File: src/rtl/tmr_chan_pkg.sv
package tmr_chan_pkg;

  typedef enum logic [2:0] {
    CH_CAP  = 3'd0,
    CH_CMP  = 3'd1,
    CH_EPWM = 3'd2,
    CH_CPWM = 3'd3
  } chan_mode_e;

  typedef enum logic [1:0] {
    ACT_NONE   = 2'd0,
    ACT_TOGGLE = 2'd1,
    ACT_CLEAR  = 2'd2,
    ACT_SET    = 2'd3
  } pin_act_e;

  function automatic chan_mode_e decode_mode(input logic center, input logic [1:0] msel);
    chan_mode_e m;
    if (center)             m = CH_CPWM;
    else if (msel[1])       m = CH_EPWM;
    else if (msel == 2'b01) m = CH_CMP;
    else                    m = CH_CAP;
    return m;
  endfunction

  function automatic pin_act_e invert_act(input pin_act_e a);
    pin_act_e r;
    case (a)
      ACT_CLEAR: r = ACT_SET;
      ACT_SET:   r = ACT_CLEAR;
      default:   r = a;
    endcase
    return r;
  endfunction

endpackage

File: src/rtl/tmr_chan_edge.sv
module tmr_chan_edge #(
  parameter int unsigned SYNC_STAGES = 2
) (
  input  logic clk,
  input  logic rst_n,
  input  logic pin_in,
  input  logic rise_en,
  input  logic fall_en,
  output logic edge_hit
);

  localparam int unsigned CHAIN = SYNC_STAGES + 1;

  logic [CHAIN-1:0] chain_q;
  logic [CHAIN-1:0] chain_d;
  logic             sync_lvl;
  logic             prev_lvl;

  always_comb begin
    chain_d = {chain_q[CHAIN-2:0], pin_in};
  end

  always_ff @(posedge clk or negedge rst_n) begin
    if (!rst_n) begin
      chain_q <= '0;
    end else begin
      chain_q <= chain_d;
    end
  end

  assign sync_lvl = chain_q[CHAIN-2];
  assign prev_lvl = chain_q[CHAIN-1];
  assign edge_hit = (rise_en & sync_lvl & ~prev_lvl) |
                    (fall_en & ~sync_lvl & prev_lvl);

endmodule

File: src/rtl/tmr_chan_valreg.sv
module tmr_chan_valreg #(
  parameter int unsigned W = 16
) (
  input  logic         clk,
  input  logic         rst_n,
  input  logic         cap_mode,
  input  logic         cap_hit,
  input  logic [W-1:0] cnt_val,
  input  logic         wr_en,
  input  logic         wr_hi,
  input  logic [W/2-1:0] wr_data,
  input  logic         rd_en,
  input  logic         rd_hi,
  input  logic         ctrl_wr,
  output logic [W/2-1:0] rd_data,
  output logic [W-1:0] val,
  output logic         latched,
  output logic [W-1:0] buf_val
);

  localparam int unsigned BW = W / 2;

  logic [W-1:0] val_q, val_d;
  logic         val_en;
  logic [W-1:0] buf_q;
  logic         buf_ld;
  logic         lat_q, lat_d;
  logic         first_q;
  logic [W-1:0] rd_src;

  // value register next state
  always_comb begin
    val_d  = val_q;
    val_en = 1'b0;
    if (cap_mode) begin
      if (cap_hit) begin
        val_d  = cnt_val;
        val_en = 1'b1;
      end
    end else if (wr_en) begin
      val_en = 1'b1;
      if (wr_hi) val_d[W-1:BW] = wr_data;
      else       val_d[BW-1:0] = wr_data;
    end
  end

  // read latch next state
  always_comb begin
    lat_d  = lat_q;
    buf_ld = 1'b0;
    if (!cap_mode || ctrl_wr) begin
      lat_d = 1'b0;
    end else if (rd_en) begin
      if (!lat_q) begin
        lat_d  = 1'b1;
        buf_ld = 1'b1;
      end else if (rd_hi != first_q) begin
        lat_d = 1'b0;
      end
    end
  end

  always_ff @(posedge clk or negedge rst_n) begin
    if (!rst_n) begin
      val_q <= '0;
    end else if (val_en) begin
      val_q <= val_d;
    end
  end

  always_ff @(posedge clk or negedge rst_n) begin
    if (!rst_n) begin
      buf_q   <= '0;
      first_q <= 1'b0;
    end else if (buf_ld) begin
      buf_q   <= val_q;
      first_q <= rd_hi;
    end
  end

  always_ff @(posedge clk or negedge rst_n) begin
    if (!rst_n) begin
      lat_q <= 1'b0;
    end else begin
      lat_q <= lat_d;
    end
  end

  assign rd_src  = lat_q ? buf_q : val_q;
  assign rd_data = rd_hi ? rd_src[W-1:BW] : rd_src[BW-1:0];
  assign val     = val_q;
  assign latched = lat_q;
  assign buf_val = buf_q;

endmodule

File: src/rtl/tmr_chan_out.sv
module tmr_chan_out
  import tmr_chan_pkg::*;
#(
  parameter int unsigned W = 16
) (
  input  logic         clk,
  input  logic         rst_n,
  input  chan_mode_e   mode,
  input  logic [1:0]   els,
  input  logic [W-1:0] cnt_val,
  input  logic         cnt_down,
  input  logic         cnt_ovf,
  input  logic [W-1:0] val,
  output logic         match_evt,
  output logic         pin_q
);

  logic [W-1:0] cnt_prev_q;
  logic         hi_true;
  pin_act_e     act;
  pin_act_e     match_act;
  logic         pin_d;
  logic         pin_en;

  assign match_evt = (cnt_val == val) && (cnt_val != cnt_prev_q);
  assign hi_true   = (els == 2'b10);

  always_comb begin
    match_act = hi_true ? ACT_CLEAR : ACT_SET;
  end

  always_comb begin
    act = ACT_NONE;
    case (mode)
      CH_CMP: begin
        if (match_evt) act = pin_act_e'(els);
      end
      CH_EPWM: begin
        if (els != 2'b00) begin
          if (match_evt)    act = match_act;
          else if (cnt_ovf) act = invert_act(match_act);
        end
      end
      CH_CPWM: begin
        if (els != 2'b00 && match_evt) begin
          act = cnt_down ? invert_act(match_act) : match_act;
        end
      end
      default: act = ACT_NONE;
    endcase
  end

  always_comb begin
    pin_en = (act != ACT_NONE);
    case (act)
      ACT_TOGGLE: pin_d = ~pin_q;
      ACT_CLEAR:  pin_d = 1'b0;
      ACT_SET:    pin_d = 1'b1;
      default:    pin_d = pin_q;
    endcase
  end

  always_ff @(posedge clk or negedge rst_n) begin
    if (!rst_n) begin
      pin_q <= 1'b0;
    end else if (pin_en) begin
      pin_q <= pin_d;
    end
  end

  always_ff @(posedge clk or negedge rst_n) begin
    if (!rst_n) begin
      cnt_prev_q <= '0;
    end else begin
      cnt_prev_q <= cnt_val;
    end
  end

endmodule

File: src/rtl/tmr_chan.sv
module tmr_chan
  import tmr_chan_pkg::*;
#(
  parameter int unsigned W           = 16,
  parameter int unsigned SYNC_STAGES = 2,
  parameter int unsigned RST_STAGES  = 2
) (
  input  logic         clk,
  input  logic         rst_n,
  input  logic [W-1:0] cnt_val,
  input  logic         cnt_down,
  input  logic         cnt_ovf,
  input  logic         center_en,
  input  logic [1:0]   mode_sel,
  input  logic [1:0]   edge_sel,
  input  logic         ctrl_wr,
  input  logic         ctrl_clr_evt,
  input  logic         wr_en,
  input  logic         wr_hi,
  input  logic [W/2-1:0] wr_data,
  input  logic         rd_en,
  input  logic         rd_hi,
  output logic [W/2-1:0] rd_data,
  input  logic         pin_in,
  output logic         pin_out,
  output logic         pin_oe,
  output logic         evt_flag
);

  // reset: asynchronous assert, synchronous release
  logic [RST_STAGES-1:0] rst_sync_q;
  logic                  rst_ni;

  always_ff @(posedge clk or negedge rst_n) begin
    if (!rst_n) begin
      rst_sync_q <= '0;
    end else begin
      rst_sync_q <= {rst_sync_q[RST_STAGES-2:0], 1'b1};
    end
  end
  assign rst_ni = rst_sync_q[RST_STAGES-1];

  chan_mode_e   cur_mode;
  logic         cap_mode;
  logic         cap_hit;
  logic         match_evt;
  logic         set_evt;
  logic [W-1:0] chan_val;
  logic         rd_latched;
  logic [W-1:0] rd_buf;
  logic         evt_q, evt_d;

  assign cur_mode = decode_mode(center_en, mode_sel);
  assign cap_mode = (cur_mode == CH_CAP);

  tmr_chan_edge #(.SYNC_STAGES(SYNC_STAGES)) u_edge (
    .clk      (clk),
    .rst_n    (rst_ni),
    .pin_in   (pin_in),
    .rise_en  (cap_mode & edge_sel[0]),
    .fall_en  (cap_mode & edge_sel[1]),
    .edge_hit (cap_hit)
  );

  tmr_chan_valreg #(.W(W)) u_val (
    .clk      (clk),
    .rst_n    (rst_ni),
    .cap_mode (cap_mode),
    .cap_hit  (cap_hit),
    .cnt_val  (cnt_val),
    .wr_en    (wr_en),
    .wr_hi    (wr_hi),
    .wr_data  (wr_data),
    .rd_en    (rd_en),
    .rd_hi    (rd_hi),
    .ctrl_wr  (ctrl_wr),
    .rd_data  (rd_data),
    .val      (chan_val),
    .latched  (rd_latched),
    .buf_val  (rd_buf)
  );

  tmr_chan_out #(.W(W)) u_out (
    .clk       (clk),
    .rst_n     (rst_ni),
    .mode      (cur_mode),
    .els       (edge_sel),
    .cnt_val   (cnt_val),
    .cnt_down  (cnt_down),
    .cnt_ovf   (cnt_ovf),
    .val       (chan_val),
    .match_evt (match_evt),
    .pin_q     (pin_out)
  );

  // event flag
  assign set_evt = cap_mode ? cap_hit : match_evt;

  always_comb begin
    evt_d = evt_q;
    if (set_evt)                    evt_d = 1'b1;
    else if (ctrl_wr && ctrl_clr_evt) evt_d = 1'b0;
  end

  always_ff @(posedge clk or negedge rst_ni) begin
    if (!rst_ni) begin
      evt_q <= 1'b0;
    end else begin
      evt_q <= evt_d;
    end
  end

  assign evt_flag = evt_q;
  assign pin_oe   = (edge_sel != 2'b00) && !cap_mode;

endmodule

File: config.mk
export PLATFORM = sky130hd
export DESIGN_NAME = tmr_chan
export DESIGN_NICKNAME = d
export VERILOG_FILES = /design/src/rtl/tmr_chan_pkg.sv /design/src/rtl/tmr_chan_edge.sv /design/src/rtl/tmr_chan_valreg.sv /design/src/rtl/tmr_chan_out.sv /design/src/rtl/tmr_chan.sv
export SDC_FILE = /design/constraint.sdc
export NUM_CORES = 1
export LEC_CHECK = 0
export ABC_AREA = 1
export CAP_MARGIN = 20
export CORE_MARGIN = 4
export CORE_UTILIZATION = 53
export DETAILED_ROUTE_END_ITERATION = 8
export PLACE_DENSITY = 0.8
export SYNTH_ARGS = -nofsm -noshare
export SYNTH_HDL_FRONTEND = slang
export SYNTH_SLANG_ARGS = --single-unit
export TNS_END_PERCENT = 100
File: constraint.sdc
create_clock -name clk -period 1.9 [get_ports clk]
set_input_delay 0.285 -clock clk [delete_from_list [all_inputs] [get_ports clk]]
set_output_delay 0.285 -clock clk [all_outputs]
set_load 0.01 [all_outputs]
==> impl_metrics.json, run 1 <==
{
  "status": "finished clean",
  "synth_area_um2": 2970,
  "worst-path-buf-inv": 2,
  "rows": 26,
  "yosysSeqAreaShare": 0.480,
  "io_pins": 51,
  "finalCriticalPeriod_ps": 1840,
  "path_delay_family": "buffers and inverters",
  "netlist_instances": 397,
  "hpwl_um": 5100,
  "port_buffers": 50,
  "grt_pass1_wl_um": 11600,
  "cts_made_buffers": 9,
  "setup_viol": 0,
  "synth_seq_cells": 57,
  "ir_drop_mv": 0.564,
  "p_leak_nw": 1.91,
  "setup_slack_ps": 61.1,
  "area_growth_syn_to_layout_pct": 28.3,
  "r2r_end": "u_out.pin_q$_DFFE_PN0P_",
  "cp-start-kind": "flip-flop",
  "worst_pin_slew_ps": 514,
  "timing_worst_setup_path_type": "reg2out",
  "tns_ps": 0,
  "whs_ps": 109,
  "cp_slowest_stage_delay_ps": 450,
  "path_cells": "buf_6 > o21ai_0 > o22ai_1 > dlygate4sd2_1",
  "num_vias": 2786,
  "clockBufferDepth": 2,
  "avgSynthCellArea_um2": 7.48,
  "dr.pass1.iters": 5,
  "min-delay-path-class": "in2async",
  "hold_viol": 0,
  "crit_fanout": 16,
  "skew_ps": 7.50,
  "dp_slack_ps": -147,
  "rsz0062_at_grt": "true",
  "grt_max_degree": 56,
  "max_slew_margin": 0.657,
  "final_nets": 502,
  "cp.required_ps": 1620,
  "end_kind": "output port",
  "slew_violations": 0,
  "arrival_ps": 1550,
  "dieArea_um2": 6870,
  "drc": 0,
  "design_area_um2": 3810,
  "fillers": 435,
  "initial_core_util": 0.564,
  "period_share": 0.968,
  "ff_latch_area_um2": 1430,
  "cts.sinks": 57,
  "multiInputGateArea_um2": 1280,
  "cts_root_buffer": "clkbuf_8",
  "clk_pin_slew_worst_paths_ps": 60,
  "r2r_start": "u_val.val[0]$_DFFE_PN0P_",
  "tritoncts": "built",
  "dpl_cell_area_um2": 3600,
  "die_w_um": 82.9,
  "reg2reg_depth": 14,
  "cts_htree_levels": 3,
  "fmax_ghz": 0.544,
  "netlist.area_leader.share": 0.480,
  "clkLatencyLatePin_ps": 330,
  "avgRoutedWirePerCell_um": 13.1,
  "power_density_nw_per_um2": 864,
  "die_h_um": 82.9,
  "routed_wirelength_um": 7010,
  "drt_iter0_drc": 275,
  "coreArea_um2": 5270,
  "crit_slowest_cell": "dfrtp_2",
  "ant_nets": 0,
  "grtUsageTotal": 0.211,
  "yosysWarnings": 0,
  "final_util": 0.723,
  "grt_pass1_vias": 2583,
  "globalplace.congestion": 0.826,
  "synthDistinctLibCells": 30,
  "avgViaCountPerCell": 5.19,
  "grt-ovfl-total": 0,
  "antenna_found_initial": 0,
  "maxCapViolations": 0,
  "worst-path-stages": 4,
  "synth_area_leaders": "dfrtp_1 48%, nand2_1 17%, o21ai_0 7.2%",
  "diodes": 0,
  "reg2reg_setup_slack_ps": 320,
  "synth_top_area_cell": "dfrtp_1",
  "synth_fp_nets": 437,
  "drive_gt1_frac": 0.128
}
[flip-flops by register name, summed over array words and instances, names as in the netlist]
register,flops
u_val.first_q,1
evt_flag,1
u_out.cnt_prev_q,16
u_out.pin_q,1
u_val.buf_val,16
u_edge.chain_q,3
u_val.val,16
u_val.latched,1
rst_sync_q,2
[synthesized netlist by cell type]
library cell  instances
inv_2                16
inv_1                38
o22ai_1               8
o21ai_1              21
xor2_1                2
nand2_1             132
a31oi_1               1
buf_6                 1
nor2_2                4
inv_4                 1
xnor2_1               9
o21ai_4               1
nor2_1               34
conb_1                1
o211ai_1              1
dfrtp_1              57
buf_4                 3
nand4_1               1
buf_2                 2
nand2_2               3
clkbuf_1              4
o21ai_0              43
nand3b_1              1
nand3b_4              1
a211oi_1              1
a21oi_1               3
a21oi_2               1
nand2_4               1
nand3_1               5
o31ai_1               1
[layout make-up]
type / count / share of cell area
timing repair inverter: 1 / 0.00197
clock inverter: 1 / 0.00197
tap: 70 / 0.0230
multi-input combinational: 275 / 0.335
inverter: 55 / 0.0558
sequential: 57 / 0.375
timing repair buffer: 63 / 0.158
clock buffer: 15 / 0.0489
[how the worst max path moves through the flow]
stage	start	to	slack, ps
2_1_floorplan	rst_sync_q[1]$_DFF_PN0_	evt_flag$_DFFE_PN0P_	200
3_3_place_gp	rd_hi	rd_data[7]	-80
3_5_place_dp	rd_hi	rd_data[7]	-150
4_1_cts	u_val.latched$_DFFE_PN0P_	rd_data[7]	90
5_1_grt	u_val.latched$_DFFE_PN0P_	rd_data[7]	-3
6_report	u_val.latched$_DFFE_PN0P_	rd_data[5]	60
[worst register-to-register path: stages, from the launching register on]
cell and delay (ps):
dfrtp_1 430, inv_2 100, nand2_1 60, nand2_1 50, nand2_1 50, nor2_1 150, nand2_1 90, nor2_2 150
nand2_2 80, nand2_1 60, nand2_1 40, nand2_1 70, inv_1 40, nand2_1 50, nand2_1 50
[metrics by stage]
| stage | cells | power (mW) |
|---|---|---|
| 5_1_grt | 537 | 3.47 |
| 6_report | 537 | 3.29 |
| 3_5_place_dp | 519 | 2.23 |
| 3_3_place_gp | 519 | 2.20 |
| 4_1_cts | 537 | 3.30 |
| 2_1_floorplan | 397 | 1.92 |
[where the power goes]
group,internal [mW],switching (mW)
registers,1.39,0.150
clock network,0.618,0.474
logic,0.313,0.348
[cells by family (layout without fill, tap and decap cells)]
kind of cell	count (synthesis)	count (layout)	share of synthesized area
AOI/OAI and AO/OA	81	81	0.148
and+or+nand+nor	182	182	0.248
buffers and inverters	65	135	0.0901
other	1	1	0.00126
xor gates and xnor gates	11	11	0.0324
DFF	57	57	0.480
[layout by cell type, fill, tap and decap left out, types with 11 or more instances in the layout]
master           count
nand2_1            132
dfrtp_1             55
o21ai_0             42
clkdlybuf4s50_1     41
inv_1               36
nor2_1              34
o21ai_1             22
inv_2               17
clkbuf_8            13
buf_4               11
[layer usage]
layer,share of wire,track usage,wire [µm]
met2,0.44,0.315,3120
met1,0.46,0.282,3200
met3,0.074,0.0535,516
met4,0.025,0.113,174
met5,0,0,0
[repair_timing]
item,CTS,global route
buffers inserted,1,0
gates cloned,1,0
resized for setup,14,1
setup endpoints to repair,9,2
hold buffers,0,0
(Power assumes the default switching activity.)
==> run 2, diff against run 1 <==
CORE_UTILIZATION = 45   (was 53)
PLACE_DENSITY = 0.7   (was 0.8)
==> impl_metrics.json, run 2 (synthesis gave the netlist of run 1 again) <==
{
  "ir_drop_mv": 0.586,
  "cts_root_buffer": "clkbuf_8",
  "arrival_ps": 1480,
  "diodes": 0,
  "avgViaCountPerCell": 4.81,
  "cts_htree_levels": 3,
  "globalplace.congestion": 0.858,
  "skew_ps": 7.61,
  "initial_core_util": 0.465,
  "status": "finished clean",
  "post_cts_buffers": 0,
  "grt_pass1_vias": 2435,
  "antenna_found_initial": 0,
  "die_w_um": 89.2,
  "finalCriticalPeriod_ps": 1770,
  "hold_viol": 0,
  "drive_gt1_frac": 0.126,
  "slew_violations": 0,
  "power_density_nw_per_um2": 915,
  "hpwl_um": 5070,
  "drc": 0,
  "max_slew_margin": 0.644,
  "final_nets": 503,
  "path_cells": "inv_1 > buf_4 > o21ai_0 > o22ai_1 > dlygate4sd2_1",
  "cts_made_buffers": 9,
  "p_leak_nw": 1.94,
  "ant_nets": 0,
  "timing_worst_setup_path_type": "reg2out",
  "rsz0062_at_grt": "false",
  "clkLatencyLatePin_ps": 340,
  "dieArea_um2": 7960,
  "min-delay-path-class": "in2async",
  "cts.sinks": 57,
  "drt_iter0_drc": 142,
  "coreArea_um2": 6390,
  "grtUsageTotal": 0.185,
  "grt-ovfl-total": 0,
  "cp_slowest_stage_delay_ps": 360,
  "dpl_cell_area_um2": 3630,
  "end_kind": "output port",
  "worst_pin_slew_ps": 533,
  "crit_slowest_cell": "dfrtp_1",
  "final_cell_mix": "132 x nand2_1, 56 x dfrtp_1, 43 x o21ai_0",
  "design_area_um2": 3870,
  "grt_max_degree": 56,
  "reg2reg_setup_slack_ps": 340,
  "crit_fanout": 10,
  "clk_pin_slew_worst_paths_ps": 60,
  "cp-start-kind": "flip-flop",
  "setup_slack_ps": 131,
  "r2r_end": "u_out.pin_q$_DFFE_PN0P_",
  "die_h_um": 89.2,
  "num_vias": 2620,
  "port_buffers": 50,
  "dr.pass1.iters": 6,
  "fmax_ghz": 0.565,
  "layout.cells.most_common": "nand2_1",
  "grt_pass1_wl_um": 11200,
  "tritoncts": "built",
  "setup_viol": 0,
  "maxCapViolations": 0,
  "io_pins": 51,
  "reg2reg_depth": 12,
  "hold_buffers": 0,
  "multiInputGateArea_um2": 1280,
  "dp_slack_ps": -158,
  "tns_ps": 0,
  "ff_latch_area_um2": 1430,
  "clockBufferDepth": 2,
  "cp.required_ps": 1620,
  "period_share": 0.931,
  "avgRoutedWirePerCell_um": 12.3,
  "r2r_start": "u_val.val[15]$_DFFE_PN0P_",
  "rows": 29,
  "routed_wirelength_um": 6680,
  "area_growth_syn_to_layout_pct": 30.2,
  "fillers": 561
}
==> run 2: changes by cell type in the layout (fill, tap and decap cells not counted), moves of 3 or more <==
cell and change:
buf_4 +3, bufinv_16 +3, clkbuf_8 -4, clkinvlp_4 -3
==> run 2: how the worst max path moves through the flow <==
| stage | from | endpoint | slack [ps] | cells past startpoint |
|---|---|---|---|---|
| floorplan | rst_sync_q[1]$_DFF_PN0_ | evt_flag$_DFFE_PN0P_ | 200 | 0 |
| global placement | rd_hi | rd_data[5] | -130 | 5 |
| detailed placement | rd_hi | rd_data[2] | -160 | 5 |
| CTS | center_en | pin_oe | 10 | 6 |
| global route | u_val.latched$_DFFE_PN0P_ | rd_data[0] | 30 | 5 |
| finish | u_val.latched$_DFFE_PN0P_ | rd_data[2] | 130 | 5 |
==> run 2: layout make-up <==
cell class,instances,share of cell area
inverter,55,0.0540
multi-input combinational,275,0.331
sequential,57,0.369
clock buffer,11,0.0340
clock inverter,5,0.0269
tap,77,0.0249
timing repair buffer,65,0.160
==> run 2: worst max-delay path: cells and delay by family, from the launching register on <==
family,cells,cell delay (ps)
flip-flops,1,360
AO/OA/AOI/OAI,2,280
buffers and inverters,3,510
==> run 2: repair_timing <==
item | CTS | global route
gates cloned | 0 | 0
gates resized for setup | 9 | 2
endpoints found under the hold margin | 0 | 0
setup endpoints to repair | 8 | 1
==> run 2: layer usage <==
layer | vias to the layer above | share of wire | GRT usage
met4 | 0 | 0.013 | 0.0731
met3 | 9 | 0.047 | 0.0452
met5 | - | 0 | 0
met2 | 48 | 0.44 | 0.265
li1 | 1380 | - | -
met1 | 1183 | 0.50 | 0.269
==> run 2: report_power, final <==
group          switching (mW)  internal (mW)  leakage (nW)
registers               0.141           1.39         0.701
logic                   0.338          0.312          1.13
clock network           0.483          0.872         0.118
total                   0.963           2.57          1.94
==> run 2: through the flow <==
step / instances / hold slack (ps) / total power, mW / util
after global placement: 529 / 266 / 2.21 / 0.569
after detailed placement: 529 / 273 / 2.23 / 0.569
after floorplan: 397 / -10.6 / 1.92 / -
final: 545 / 106 / 3.54 / 0.606
after global routing: 545 / 87.9 / 3.76 / 0.606
after CTS: 545 / 86.0 / 3.58 / 0.604
==> run 3, diff against run 2 <==
SLEW_MARGIN = 30   (was default)
==> results of run 3 <==
No change in the layout: final DEF, timing and power equal those of run 2.
